==> config.mk <==
export PLATFORM = sky130hd
export DESIGN_NAME = flash_region_seq
export DESIGN_NICKNAME = d
export VERILOG_FILES = /design/src/rtl/fseq_pkg.sv /design/src/rtl/fseq_chunk_calc.sv /design/src/rtl/fseq_poll_guard.sv /design/src/rtl/fseq_cmd_encode.sv /design/src/rtl/flash_region_seq.sv
export SDC_FILE = /design/constraint.sdc
export NUM_CORES = 1
export LEC_CHECK = 0
export ABC_AREA = 1
export BUFFER_PORTS_ARGS = -buffer_cell sky130_fd_sc_hd__buf_2
export CORE_UTILIZATION = 50
export DETAILED_ROUTE_END_ITERATION = 10
export PLACE_DENSITY = 0.76
export SLEW_MARGIN = 20
export SYNTH_ARGS = -nofsm -noshare
export SYNTH_HDL_FRONTEND = slang
export SYNTH_HIERARCHICAL = 1
export SYNTH_SLANG_ARGS = --single-unit
==> constraint.sdc <==
create_clock -name clk -period 5.62 [get_ports clk]
set_clock_uncertainty 0.2 [all_clocks]
set_input_delay 0.562 -clock clk [delete_from_list [all_inputs] [get_ports clk]]
set_output_delay 0.562 -clock clk [all_outputs]
set_load 0.05 [all_outputs]
==> src/rtl/fseq_pkg.sv <==
package fseq_pkg;

    localparam int FADDR_W      = 24;
    localparam int PAGE_LG      = 8;
    localparam int PAGE_BYTES   = 1 << PAGE_LG;
    localparam int SECTOR_BYTES = 4096;
    localparam int XFER_W       = PAGE_LG + 1;

    localparam logic [7:0] OP_WREN   = 8'h06;
    localparam logic [7:0] OP_WRDI   = 8'h04;
    localparam logic [7:0] OP_PROG   = 8'h02;
    localparam logic [7:0] OP_SERASE = 8'h20;
    localparam logic [7:0] OP_STAT   = 8'h05;

    localparam logic [3:0] MASK_OPC  = 4'b0001;
    localparam logic [3:0] MASK_ADDR = 4'b1111;

    typedef enum logic [2:0] {
        PH_IDLE,
        PH_WREN,
        PH_MAIN,
        PH_POLL,
        PH_WRDI,
        PH_FIN
    } phase_t;

    typedef struct packed {
        logic [7:0]         opcode;
        logic [FADDR_W-1:0] addr;
        logic [3:0]         mask;
        logic [XFER_W-1:0]  len;
    } flash_cmd_t;

    // Bytes left in the page that holds address a (1 .. PAGE_BYTES).
    function automatic logic [XFER_W-1:0] page_room(input logic [FADDR_W-1:0] a);
        return XFER_W'(PAGE_BYTES) - {1'b0, a[PAGE_LG-1:0]};
    endfunction

endpackage

==> src/rtl/fseq_chunk_calc.sv <==
module fseq_chunk_calc import fseq_pkg::*; #(
    parameter int LEN_W = 20
) (
    input  logic               erase,
    input  logic [FADDR_W-1:0] addr,
    input  logic [LEN_W-1:0]   remain,
    output logic [LEN_W-1:0]   step
);
    localparam logic [LEN_W-1:0] SECTOR_L = LEN_W'(SECTOR_BYTES);

    logic [LEN_W-1:0] cap;

    always_comb begin
        cap  = erase ? SECTOR_L : LEN_W'(page_room(addr));
        step = (remain < cap) ? remain : cap;
    end
endmodule

==> src/rtl/fseq_poll_guard.sv <==
module fseq_poll_guard #(
    parameter int POLL_W = 16
) (
    input  logic              clk,
    input  logic              rst,
    input  logic              clear,
    input  logic              busy_read,
    input  logic [POLL_W-1:0] limit,
    output logic              overrun
);
    logic [POLL_W-1:0] busy_cnt;

    assign overrun = busy_read && (busy_cnt == limit);

    always_ff @(posedge clk) begin
        if (rst || clear) begin
            busy_cnt <= '0;
        end else if (busy_read && !overrun) begin
            busy_cnt <= busy_cnt + 1'b1;
        end
    end

    AST_POLL_BOUND: assert property (@(posedge clk) disable iff (rst)
        busy_cnt <= limit);
endmodule

==> src/rtl/fseq_cmd_encode.sv <==
module fseq_cmd_encode import fseq_pkg::*; (
    input  phase_t             phase,
    input  logic               erase,
    input  logic [FADDR_W-1:0] addr,
    input  logic [XFER_W-1:0]  xfer,
    output flash_cmd_t         cmd
);
    always_comb begin
        cmd.opcode = OP_WREN;
        cmd.addr   = '0;
        cmd.mask   = MASK_OPC;
        cmd.len    = '0;
        case (phase)
            PH_MAIN: begin
                cmd.opcode = erase ? OP_SERASE : OP_PROG;
                cmd.addr   = addr;
                cmd.mask   = MASK_ADDR;
                cmd.len    = erase ? '0 : xfer;
            end
            PH_POLL: begin
                cmd.opcode = OP_STAT;
                cmd.len    = XFER_W'(1);
            end
            PH_WRDI: cmd.opcode = OP_WRDI;
            default: ;
        endcase
    end
endmodule

==> src/rtl/flash_region_seq.sv <==
module flash_region_seq import fseq_pkg::*; #(
    parameter int LEN_W  = 20,
    parameter int SRC_W  = 24,
    parameter int POLL_W = 16
) (
    input  logic               clk,
    input  logic               rst,
    input  logic               req_valid,
    input  logic               req_erase,
    input  logic [FADDR_W-1:0] req_addr,
    input  logic [LEN_W-1:0]   req_len,
    input  logic [SRC_W-1:0]   req_src,
    input  logic [POLL_W-1:0]  poll_limit,
    output logic               busy,
    output logic               done,
    output logic               err,
    output logic               cmd_start,
    output logic [7:0]         cmd_opcode,
    output logic [FADDR_W-1:0] cmd_addr,
    output logic [3:0]         cmd_mask,
    output logic [XFER_W-1:0]  cmd_len,
    output logic [SRC_W-1:0]   cmd_mem,
    input  logic               cmd_done,
    input  logic [7:0]         cmd_rdata
);
    localparam int SUM_W = XFER_W + 1;

    phase_t             phase;
    logic               waiting;
    logic               erase_q;
    logic               err_q;
    logic [FADDR_W-1:0] faddr;
    logic [SRC_W-1:0]   saddr;
    logic [LEN_W-1:0]   remain;
    logic [POLL_W-1:0]  limit_q;

    logic [LEN_W-1:0]   step_len;
    flash_cmd_t         cmd;
    logic               ack;
    logic               busy_read;
    logic               overrun;
    logic               last_step;
    logic               unused_status;

    fseq_chunk_calc #(.LEN_W(LEN_W)) u_chunk (
        .erase  (erase_q),
        .addr   (faddr),
        .remain (remain),
        .step   (step_len)
    );

    fseq_cmd_encode u_enc (
        .phase (phase),
        .erase (erase_q),
        .addr  (faddr),
        .xfer  (XFER_W'(step_len)),
        .cmd   (cmd)
    );

    fseq_poll_guard #(.POLL_W(POLL_W)) u_guard (
        .clk       (clk),
        .rst       (rst),
        .clear     (phase != PH_POLL),
        .busy_read (busy_read),
        .limit     (limit_q),
        .overrun   (overrun)
    );

    assign ack           = waiting && cmd_done;
    assign busy_read     = ack && (phase == PH_POLL) && cmd_rdata[0];
    assign last_step     = (remain == step_len);
    assign unused_status = ^cmd_rdata[7:1];

    assign cmd_start  = (phase inside {PH_WREN, PH_MAIN, PH_POLL, PH_WRDI}) && !waiting;
    assign cmd_opcode = cmd.opcode;
    assign cmd_addr   = cmd.addr;
    assign cmd_mask   = cmd.mask;
    assign cmd_len    = cmd.len;
    assign cmd_mem    = saddr;

    assign busy = (phase != PH_IDLE);
    assign done = (phase == PH_FIN);
    assign err  = (phase == PH_FIN) && err_q;

    always_ff @(posedge clk) begin
        if (rst) begin
            phase   <= PH_IDLE;
            waiting <= 1'b0;
            erase_q <= 1'b0;
            err_q   <= 1'b0;
            faddr   <= '0;
            saddr   <= '0;
            remain  <= '0;
            limit_q <= '0;
        end else begin
            case (phase)
                PH_IDLE: begin
                    if (req_valid) begin
                        erase_q <= req_erase;
                        faddr   <= req_addr;
                        saddr   <= req_src;
                        remain  <= req_len;
                        limit_q <= poll_limit;
                        waiting <= 1'b0;
                        if (req_len == '0) begin
                            phase <= PH_FIN;
                            err_q <= !req_erase;
                        end else begin
                            phase <= PH_WREN;
                            err_q <= 1'b0;
                        end
                    end
                end
                PH_FIN: phase <= PH_IDLE;
                default: begin
                    if (cmd_start) begin
                        waiting <= 1'b1;
                    end else if (ack) begin
                        waiting <= 1'b0;
                        case (phase)
                            PH_WREN: phase <= PH_MAIN;
                            PH_MAIN: phase <= PH_POLL;
                            PH_POLL: begin
                                if (overrun) begin
                                    phase <= PH_FIN;
                                    err_q <= 1'b1;
                                end else if (!cmd_rdata[0]) begin
                                    if (erase_q) begin
                                        faddr  <= faddr + FADDR_W'(SECTOR_BYTES);
                                        remain <= remain - step_len;
                                        phase  <= last_step ? PH_FIN : PH_WREN;
                                    end else begin
                                        phase <= PH_WRDI;
                                    end
                                end
                            end
                            PH_WRDI: begin
                                faddr  <= faddr + FADDR_W'(step_len);
                                saddr  <= saddr + SRC_W'(step_len);
                                remain <= remain - step_len;
                                phase  <= last_step ? PH_FIN : PH_WREN;
                            end
                            default: ;
                        endcase
                    end
                end
            endcase
        end
    end

    AST_PAGE_FIT: assert property (@(posedge clk) disable iff (rst)
        cmd_start && cmd_opcode == OP_PROG |->
            cmd_len != '0 &&
            ({2'b00, cmd_addr[PAGE_LG-1:0]} + {1'b0, cmd_len}) <= SUM_W'(PAGE_BYTES));

    AST_ZERO_LEN_FAIL: assert property (@(posedge clk) disable iff (rst)
        !busy && req_valid && !req_erase && req_len == '0 |=> done && err && !cmd_start);

    AST_DONE_PULSE: assert property (@(posedge clk) disable iff (rst)
        done |=> !done);

    AST_HOLD_CMD: assert property (@(posedge clk) disable iff (rst)
        busy && !cmd_start && !cmd_done && !done |=>
            $stable(cmd_opcode) && $stable(cmd_addr) && $stable(cmd_len) && !cmd_start || done);

    AST_IGNORE_REQ: assert property (@(posedge clk) disable iff (rst)
        busy && req_valid && !cmd_done |=> $stable(cmd_mem) && $stable(cmd_addr));

    AST_BUSY_REPOLL: assert property (@(posedge clk) disable iff (rst)
        busy_read && !overrun |=> cmd_start && cmd_opcode == OP_STAT);
endmodule

==> results of run 1 <==
-- through the flow --
stage | hold slack [ps] | instance area [µm²] | std cells | total power [mW]
finish | 205 | 12100 | 2281 | 7.96
CTS | 201 | 12100 | 2281 | 7.86
global route | 211 | 12100 | 2281 | 8.73
detailed placement | 281 | 11800 | 2265 | 7.14
global placement | 267 | 11800 | 2265 | 7.04
floorplan | 261 | 11000 | 1895 | 5.88
-- what timing repair did --
action | in CTS | in global routing
gates resized for setup | 0 | 2
hold buffers | 0 | 0
setup endpoints to repair | 0 | 4
-- routing by layer --
metal  global-route usage, %  vias to the layer above  wire length, µm
met2                    46.0                      420            14400
met3                    4.61                       44             2760
met1                    43.5                     5435            16200
met4                    8.18                        0              673
met5                       0                        -                0
li1                        -                     6205                -
-- cell usage in the layout (no fill, tap or decap), drive strengths merged, types with 4 or more instances in the layout --
| cell | netlist | routed |
|---|---|---|
| nand2 | 540 | 540 |
| nor2 | 292 | 292 |
| inv | 270 | 275 |
| a21oi | 175 | 175 |
| buf | 44 | 161 |
| nand3 | 117 | 117 |
| o21ai | 115 | 115 |
| dfxtp | 106 | 106 |
| ha | 71 | 71 |
| xor2 | 24 | 24 |
| nand4 | 18 | 18 |
| nor3 | 16 | 16 |
| conb | 3 | 12 |
| nand3b | 11 | 11 |
| o21bai | 9 | 9 |
| clkbuf | 22 | 9 |
| or2 | 8 | 8 |
| a31oi | 6 | 6 |
| o21a | 6 | 6 |
| xnor2 | 6 | 6 |
| a21o | 5 | 5 |
| nor4 | 4 | 4 |
-- final cells by class --
type	instances	area share [%]
timing repair buffer	161	6.76
sequential	106	17.6
multi-input combinational	1452	61.8
clock buffer	9	1.87
inverter	271	8.47
clock inverter	7	0.736
tap	275	2.85
-- power by group through the flow --
stage                     combinational, mW  clock, mW  sequential (mW)
after floorplan                        4.45          0             1.43
after global placement                 5.75          0             1.29
after detailed placement               5.84          0             1.30
after CTS                              5.87      0.711             1.28
after global routing                   6.68      0.731             1.32
final                                  5.97      0.701             1.29
-- worst paths after layout --
kind              slack (ps)     endpoint     startpoint  depth (start not counted)
setup reg to reg         500   remain[15]       faddr[1]                         27
hold / removal           200   limit_q[3]  poll_limit[3]                          3
hold reg to reg          300  cmd_mem[23]    cmd_mem[23]                          2
setup / recovery         500   remain[15]       faddr[1]                         27
-- critical path, delay by kind of cell (launching register included) --
kind,cells,cell delay (ps)
flip-flops,1,380
adder cells (fa/ha/maj),3,810
AO/OA/AOI/OAI,3,620
AND/OR/NAND/NOR,17,2550
buffers and inverters,4,420
-- sequential cells by signal, indices dropped and copies added, names as in the netlist, 3 cells and up --
| signal | flops |
|---|---|
| phase | 3 |
| u_guard/busy_cnt | 16 |
| faddr | 24 |
| remain | 20 |
| limit_q | 16 |
| cmd_mem | 24 |
-- cell families (layout without fill, tap and decap cells) --
family / count (synthesis) / in the layout / share of synthesized area (%)
simple gates: 1006 / 1006 / 40.3
flops: 106 / 106 / 19.3
other cells: 3 / 12 / 0.102
fa+ha+maj: 74 / 74 / 8.63
compound gates: 330 / 330 / 15.9
buf+inv: 337 / 448 / 13.4
xor+xnor: 30 / 30 / 2.39
==> reports/summary.txt, run 1 <==
port bufs - 157
DRT iter0 DRCs - 892
grt ovf - 0
Fmax - 0.195 GHz
share of the synthesized area in the top cell type - 19.3%
Power Internal - 3.10 mW
worst slew pin tran - 954 ps
Fill cells - 2260
share of layout cells above drive strength 1 - 12.6%
slack of the critical path - 504 ps
Final min period - 5120 ps
routability cong. - 0.935
first-pass GRT wire length - 53400 µm
Post-synth EDFFs - 0
final core area utilization - 56.7%
root buf cell - clkbuf_16
Layout area overhead - 9.82%
status - finished clean
Sw Share - 61.1%
critical path required time - 5650 ps
ys async rst share - 0%
Yosys warning total - 6
worst path arrival time - 5140 ps
drt drc - 0
clock buffer depth - 2
sequential share of the synthesized area - 19.3%
DIE WIDTH - 150 µm
crit path launch type - flop
multi-input logic area - 7460 µm²
Vias - 12.1k
die height - 150 µm
max-cap violations - 0
Yosys reg bits - 106
final setup fails - 0
Static Leak - 6.15 nW
# rows - 53
Top FF cell, synth - dfxtp_1
Worst VDD drop - 0.000469 V
synthesized area - 11000 µm²
final worst-path cycle share - 91.0%
Slew Viols, Final - 0
Slowest cell on crit path - o21ai_0
Flop pwr share - 16.2%
clk_lat worst skew - 380 ps
RSZ-0062 raised after global routing - no
Avg Cell Area, Syn - 5.83 µm²
Logic pwr share - 75.0%
die area - 22600 µm²
vias per cell - 5.31
Detail Placement HPWL - 26300 µm
Mapped Cells - 1886
Worst Setup End Kind - flop
Post-CTS Setup Inserts - 0
largest net degree at the start of global routing - 71
H-tree depth - 3
Sink Count - 106
Worst Hold Class - input port to flop
Fin. Hold Viols - 0
Routed Antenna Nets - 0
GRT Total Usage - 30.1%
Pre-Repair DR Iteration Count - 5
io pins - 170
clock share of power - 8.8%
Num CTS Buffers - 9
Worst slew margin - 36.2%
most frequent cell after synthesis - nand2_1
Nets - 2172
Netlist cell types - 49
Final TNS setup - 0 ps
DP Worst Slack - 440 ps
number of global-route vias before repair - 10.5k
slowest stage delay, CP - 420 ps
Post-Route WL - 34000 µm
wire per inst - 14.9 µm
TritonCTS clock tree - yes
CTS clk-pin slew, worst paths - 90 ps
Pwr per Cell Area - 659 nW/µm²
Setup Crit Path Kind - flop to flop
Antenna diodes - 0
Initial Util - 51.7%
initial antenna violation count - 0
most frequent cells after synthesis - nand2_1 (531), nor2_1 (257), inv_1 (254)
switching pwr - 4.86 mW
Core Area - 21300 µm²
crit path max fanout - 13
post-synth top area cell - dfxtp_1
ranking of synthesized cells by area - dfxtp_1 (19%), nand2_1 (18%), nor2_1 (8.8%)
FF+latch area - 2120 µm²
Power figures use the tool's default switching activity.
==> run 2, diff against run 1 <==
- BUFFER_PORTS_ARGS: -buffer_cell sky130_fd_sc_hd__buf_2 -> -buffer_cell sky130_fd_sc_hd__clkbuf_2
==> reports/summary.txt, run 2 (synthesis gave the netlist of run 1 again) <==
number of global-route vias before repair - 10.5k (-0.45%)
crit path max fanout - 13 (unchanged)
Antenna diodes - 0 (unchanged)
DRT iter0 DRCs - 1161 (+30%)
Sink Count - 106 (unchanged)
worst path arrival time - 5170 ps (+30 ps)
Layout area overhead - 9.87% (about the same)
Final min period - 5130 ps (+9.33 ps)
Worst Hold Class - input port to flop
hold slack - 206 ps (+1.83 ps)
Top Metal Used - met4
Slew Viols, Final - 0 (unchanged)
hold path startpoint - poll_limit[4]
Hold Crit Depth - 3 (unchanged)
GRT Total Usage - 30.3% (+0.21 points)
status - finished clean
most common cell after layout, fill and taps aside - nand2_1
Final TNS setup - 0 ps (unchanged)
io pins - 170 (unchanged)
Nets - 2173 (+0.046%)
final worst-path cycle share - 91.2% (+0.17 points)
crit path launch type - flop
met3 WL - 2480 µm (-9.9%)
wire per inst - 14.9 µm (-0.32%)
CTS clk-pin slew, worst paths - 90 ps (about the same)
cell mode on critical path - nand2_1
first-pass GRT wire length - 53700 µm (+0.58%)
Vias - 12.1k (-0.12%)
clock buffer depth - 2 (unchanged)
Pwr per Cell Area - 661 nW/µm² (+0.26%)
most frequent cells in the layout - nand2_1 (530), nor2_1 (257), inv_1 (253)
worst slew pin tran - 964 ps (+10.2 ps)
Routed Antenna Nets - 0 (unchanged)
Hold Path Sink - limit_q[4]
share of layout cells above drive strength 1 - 12.7% (+0.093 points)
FF-to-FF Start - faddr[1]
Post-CTS Setup Inserts - 0 (unchanged)
largest net degree at the start of global routing - 71 (unchanged)
die area - 22600 µm² (unchanged)
Pre-Repair DR Iteration Count - 8 (+3)
Worst slew margin - 35.7% (-0.45 points)
Fin. Hold Viols - 0 (unchanged)
Static Leak - 6.12 nW (-0.41%)
H-tree depth - 3 (unchanged)
Worst VDD drop - 0.000416 V (-11%)
TritonCTS clock tree - yes
Slowest cell on crit path - dfxtp_1
port bufs - 157 (unchanged)
Worst Setup End Kind - flop
Detail Placement HPWL - 26300 µm (+0.20%)
root buf cell - clkbuf_16
die height - 150 µm (unchanged)
post-placement cell area - 11800 µm² (about the same)
critical path required time - 5660 ps (about the same)
final core area utilization - 56.8% (about the same)
Post-Route WL - 33900 µm (-0.28%)
design area - 12100 µm² (about the same)
met1 wire length - 16500 µm (+1.7%)
Worst R2R Path Depth - 31 (+15%)
delay-heaviest family, CP - simple AND/OR/NAND/NOR gates
Fmax - 0.195 GHz (-0.18%)
initial antenna violation count - 0 (unchanged)
drt drc - 0 (unchanged)
# rows - 53 (unchanged)
Core Area - 21300 µm² (unchanged)
routability cong. - 0.964 (+3.1%)
RSZ-0062 raised after global routing - no
met2 WL post-DR - 14500 µm (+0.81%)
clk_lat worst skew - 370 ps (about the same)
final setup fails - 0 (unchanged)
max-cap violations - 0 (unchanged)
slowest stage delay, CP - 380 ps (-40 ps)
Setup Crit Path Kind - flop to flop
r2r setup slk - 490 ps (about the same)
Initial Util - 51.7% (unchanged)
Num CTS Buffers - 9 (unchanged)
Worst Path Buf+Inv - 6 (+2)
vias per cell - 5.30 (-0.16%)
Worst R2R End - cmd_mem[22]
grt ovf - 0 (unchanged)
DIE WIDTH - 150 µm (unchanged)
run 2: worst max-delay path by stage:
stage / start / end / slack (ps) / depth (start not counted)
3_3_place_gp: faddr[1] / cmd_mem[22] / 520 / 29
2_1_floorplan: faddr[0] / cmd_mem[22] / 1620 / 33
6_report: faddr[1] / cmd_mem[22] / 490 / 31
5_1_grt: faddr[1] / cmd_mem[22] / 70 / 32
4_1_cts: faddr[1] / cmd_mem[22] / 350 / 29
3_5_place_dp: faddr[1] / cmd_mem[22] / 390 / 29
run 2: layout make-up:
type | count | area, µm²
multi-input combinational | 1452 | 7460
timing repair buffer | 162 | 823
sequential | 106 | 2120
inverter | 271 | 1020
fill | 2271 | 9210
clock inverter | 7 | 83.8
clock buffer | 9 | 225
tap | 275 | 344
run 2: metrics by stage:
stage                     worst slack, ps  cells  total power [mW]
final                                 495   2282              7.98
after global routing                 72.5   2282              8.75
after CTS                             347   2282              7.87
after detailed placement              393   2266              7.14
after global placement                518   2266              7.05
after floorplan                      1620   1895              5.88
run 2: metal layers:
metal / track usage, % / up-vias
li1: - / 6215
met1: 44.3 / 5431
met2: 47.1 / 410
met3: 4.33 / 34
met4: 5.61 / 0
met5: 0 / -
run 2: worst register-to-register path: cells and delay by family (launching register included):
family / cells / cell delay (ps)
AOI/OAI and AO/OA: 3 / 480
adders and majority gates: 4 / 1120
buffers and inverters: 6 / 610
DFF: 1 / 380
and+or+nand+nor: 18 / 2220
run 2: power by group:
part	switching [mW]	internal, mW	leakage (nW)
combinational	4.22	1.78	5.10
clock	0.372	0.325	0.152
sequential	0.295	0.994	0.871
total	4.89	3.10	6.12
run 2: repair_timing:
item	CTS	global route
setup endpoints to repair	0	9
gates resized for setup	0	5
hold buffers	0	0
==> run 3, diff against run 2 <==
- clock period: 5.62 -> 5.6 ns (I/O delays scaled with it)
==> reports/summary.txt, run 3 (synthesis gave the netlist of run 1 again) <==
DP Worst Slack - 501 ps (+107 ps)
slowest stage delay, CP - 370 ps (about the same)
Pwr per Cell Area - 659 nW/µm² (-0.27%)
clock share of power - 8.5% (-0.2 points)
RSZ-0062 raised after global routing - no
io pins - 170 (unchanged)
delay-heaviest family, CP - simple AND/OR/NAND/NOR gates
Detail Placement HPWL - 26300 µm (-0.12%)
Final min period - 5110 ps (-10.4 ps)
most frequent cells in the layout - nand2_1 (531), nor2_1 (257), inv_1 (253)
post-placement cell area - 11800 µm² (about the same)
Vias - 12.2k (+0.59%)
H-tree depth - 3 (unchanged)
drt drc - 0 (unchanged)
worst slew pin tran - 946 ps (-17.8 ps)
routability cong. - 0.981 (+1.8%)
Pre-Repair DR Iteration Count - 6 (-2)
Sw Share - 61.1% (-0.11 points)
clock buffer depth - 2 (unchanged)
Worst slew margin - 36.9% (+1.2 points)
first-pass GRT wire length - 54100 µm (+0.72%)
number of global-route vias before repair - 10.6k (+0.74%)
Slowest cell on crit path - dfxtp_1
port bufs - 157 (unchanged)
post_cts resized - 0 (unchanged)
slack of the critical path - 485 ps (-9.58 ps)
wire per inst - 14.9 µm (+0.51%)
Post-Route WL - 34100 µm (+0.55%)
Routed Antenna Nets - 0 (unchanged)
Worst Path Buf+Inv - 5 (-1)
r2r setup slk - 490 ps (about the same)
Flop pwr share - 16.2% (about the same)
grt ovf - 0 (unchanged)
Core Area - 21300 µm² (unchanged)
cts-stage hold buffer count - 0 (unchanged)
Num CTS Buffers - 9 (unchanged)
crit path max fanout - 13 (unchanged)
root buf cell - clkbuf_16
Sink Count - 106 (unchanged)
Setup Crit Path Kind - flop to flop
Worst Setup End Kind - flop
CTS clk-pin slew, worst paths - 90 ps (about the same)
clk_lat worst skew - 380 ps (about the same)
Static Leak - 6.12 nW (about the same)
die height - 150 µm (unchanged)
largest net degree at the start of global routing - 71 (unchanged)
Nets - 2174 (+0.046%)
cell mode on critical path - nand2_1
design area - 12100 µm² (about the same)
Layout area overhead - 9.81% (about the same)
switching pwr - 4.86 mW (-0.51%)
# rows - 53 (unchanged)
Worst VDD drop - 0.000490 V (+18%)
status - finished clean
initial antenna violation count - 0 (unchanged)
Logic pwr share - 75.3% (+0.2 points)
most common cell after layout, fill and taps aside - nand2_1
critical path required time - 5620 ps (-40 ps)
DIE WIDTH - 150 µm (unchanged)
worst path arrival time - 5140 ps (-30 ps)
Post-CTS Setup Inserts - 0 (unchanged)
Final TNS setup - 0 ps (unchanged)
DRT iter0 DRCs - 958 (-17%)
hold slack - 203 ps (-3.35 ps)
Worst Hold Class - input port to flop
final worst-path cycle share - 91.3% (+0.14 points)
crit path launch type - flop
Fin. Hold Viols - 0 (unchanged)
Antenna diodes - 0 (unchanged)
Power Internal - 3.10 mW (about the same)
share of layout cells above drive strength 1 - 12.7% (about the same)
Fmax - 0.196 GHz (+0.20%)
TritonCTS clock tree - yes
die area - 22600 µm² (unchanged)
Initial Util - 51.7% (unchanged)
GRT Total Usage - 30.5% (+0.13 points)
Slew Viols, Final - 0 (unchanged)
max-cap violations - 0 (unchanged)
vias per cell - 5.33 (+0.54%)
final setup fails - 0 (unchanged)
[run 3: cell count changes in the layout (fill, tap and decap cells not counted), sizes merged]
cell	previous run	this run
clkinv	2	4
inv	276	273
buf	5	6
clkinvlp	0	1
[run 3: per-layer routing]
metal | vias to the layer above | routed length, µm | part of all wire, % | global-route usage [%]
li1 | 6206 | - | - | -
met5 | - | 0 | 0 | 0
met2 | 424 | 14600 | 43 | 47.9
met1 | 5497 | 16500 | 48 | 44.7
met3 | 34 | 2400 | 7.1 | 2.73
met4 | 0 | 544 | 1.6 | 6.62
[run 3: worst reg2reg max path, delay by kind of cell (launching register included)]
family,cells,cell delay [ps]
AO/OA/AOI/OAI,4,830
adder cells (fa/ha/maj),3,840
buffers and inverters,5,470
flip-flops,1,370
AND/OR/NAND/NOR,18,2270
[run 3: area by class of cell]
class / count / area, µm²
clock inverter: 7 / 77.6
sequential: 106 / 2120
tap: 275 / 344
timing repair buffer: 163 / 831
inverter: 271 / 1020
clock buffer: 9 / 225
multi-input combinational: 1452 / 7450
fill: 2264 / 9210
[run 3: power groups by stage]
stage	clock, mW	sequential (mW)	combinational, mW
floorplan	0	1.43	4.47
global placement	0	1.29	5.78
detailed placement	0	1.30	5.86
CTS	0.683	1.28	5.89
global route	0.708	1.32	6.70
finish	0.676	1.29	5.99
[run 3: worst paths after layout]
kind	from	to	cells after the start
setup / recovery	faddr[1]	remain[15]	30
hold / removal	poll_limit[11]	limit_q[11]	3
hold reg to reg	cmd_mem[23]	cmd_mem[23]	2
setup reg to reg	faddr[1]	remain[15]	30
[run 3: per-stage QoR]
| step | std cells | util [%] | power (mW) |
|---|---|---|---|
| final | 2283 | 56.7 | 7.96 |
| after detailed placement | 2267 | 55.3 | 7.16 |
| after global placement | 2267 | 55.3 | 7.08 |
| after floorplan | 1895 | - | 5.90 |
| after global routing | 2283 | 56.7 | 8.73 |
| after CTS | 2283 | 56.7 | 7.85 |
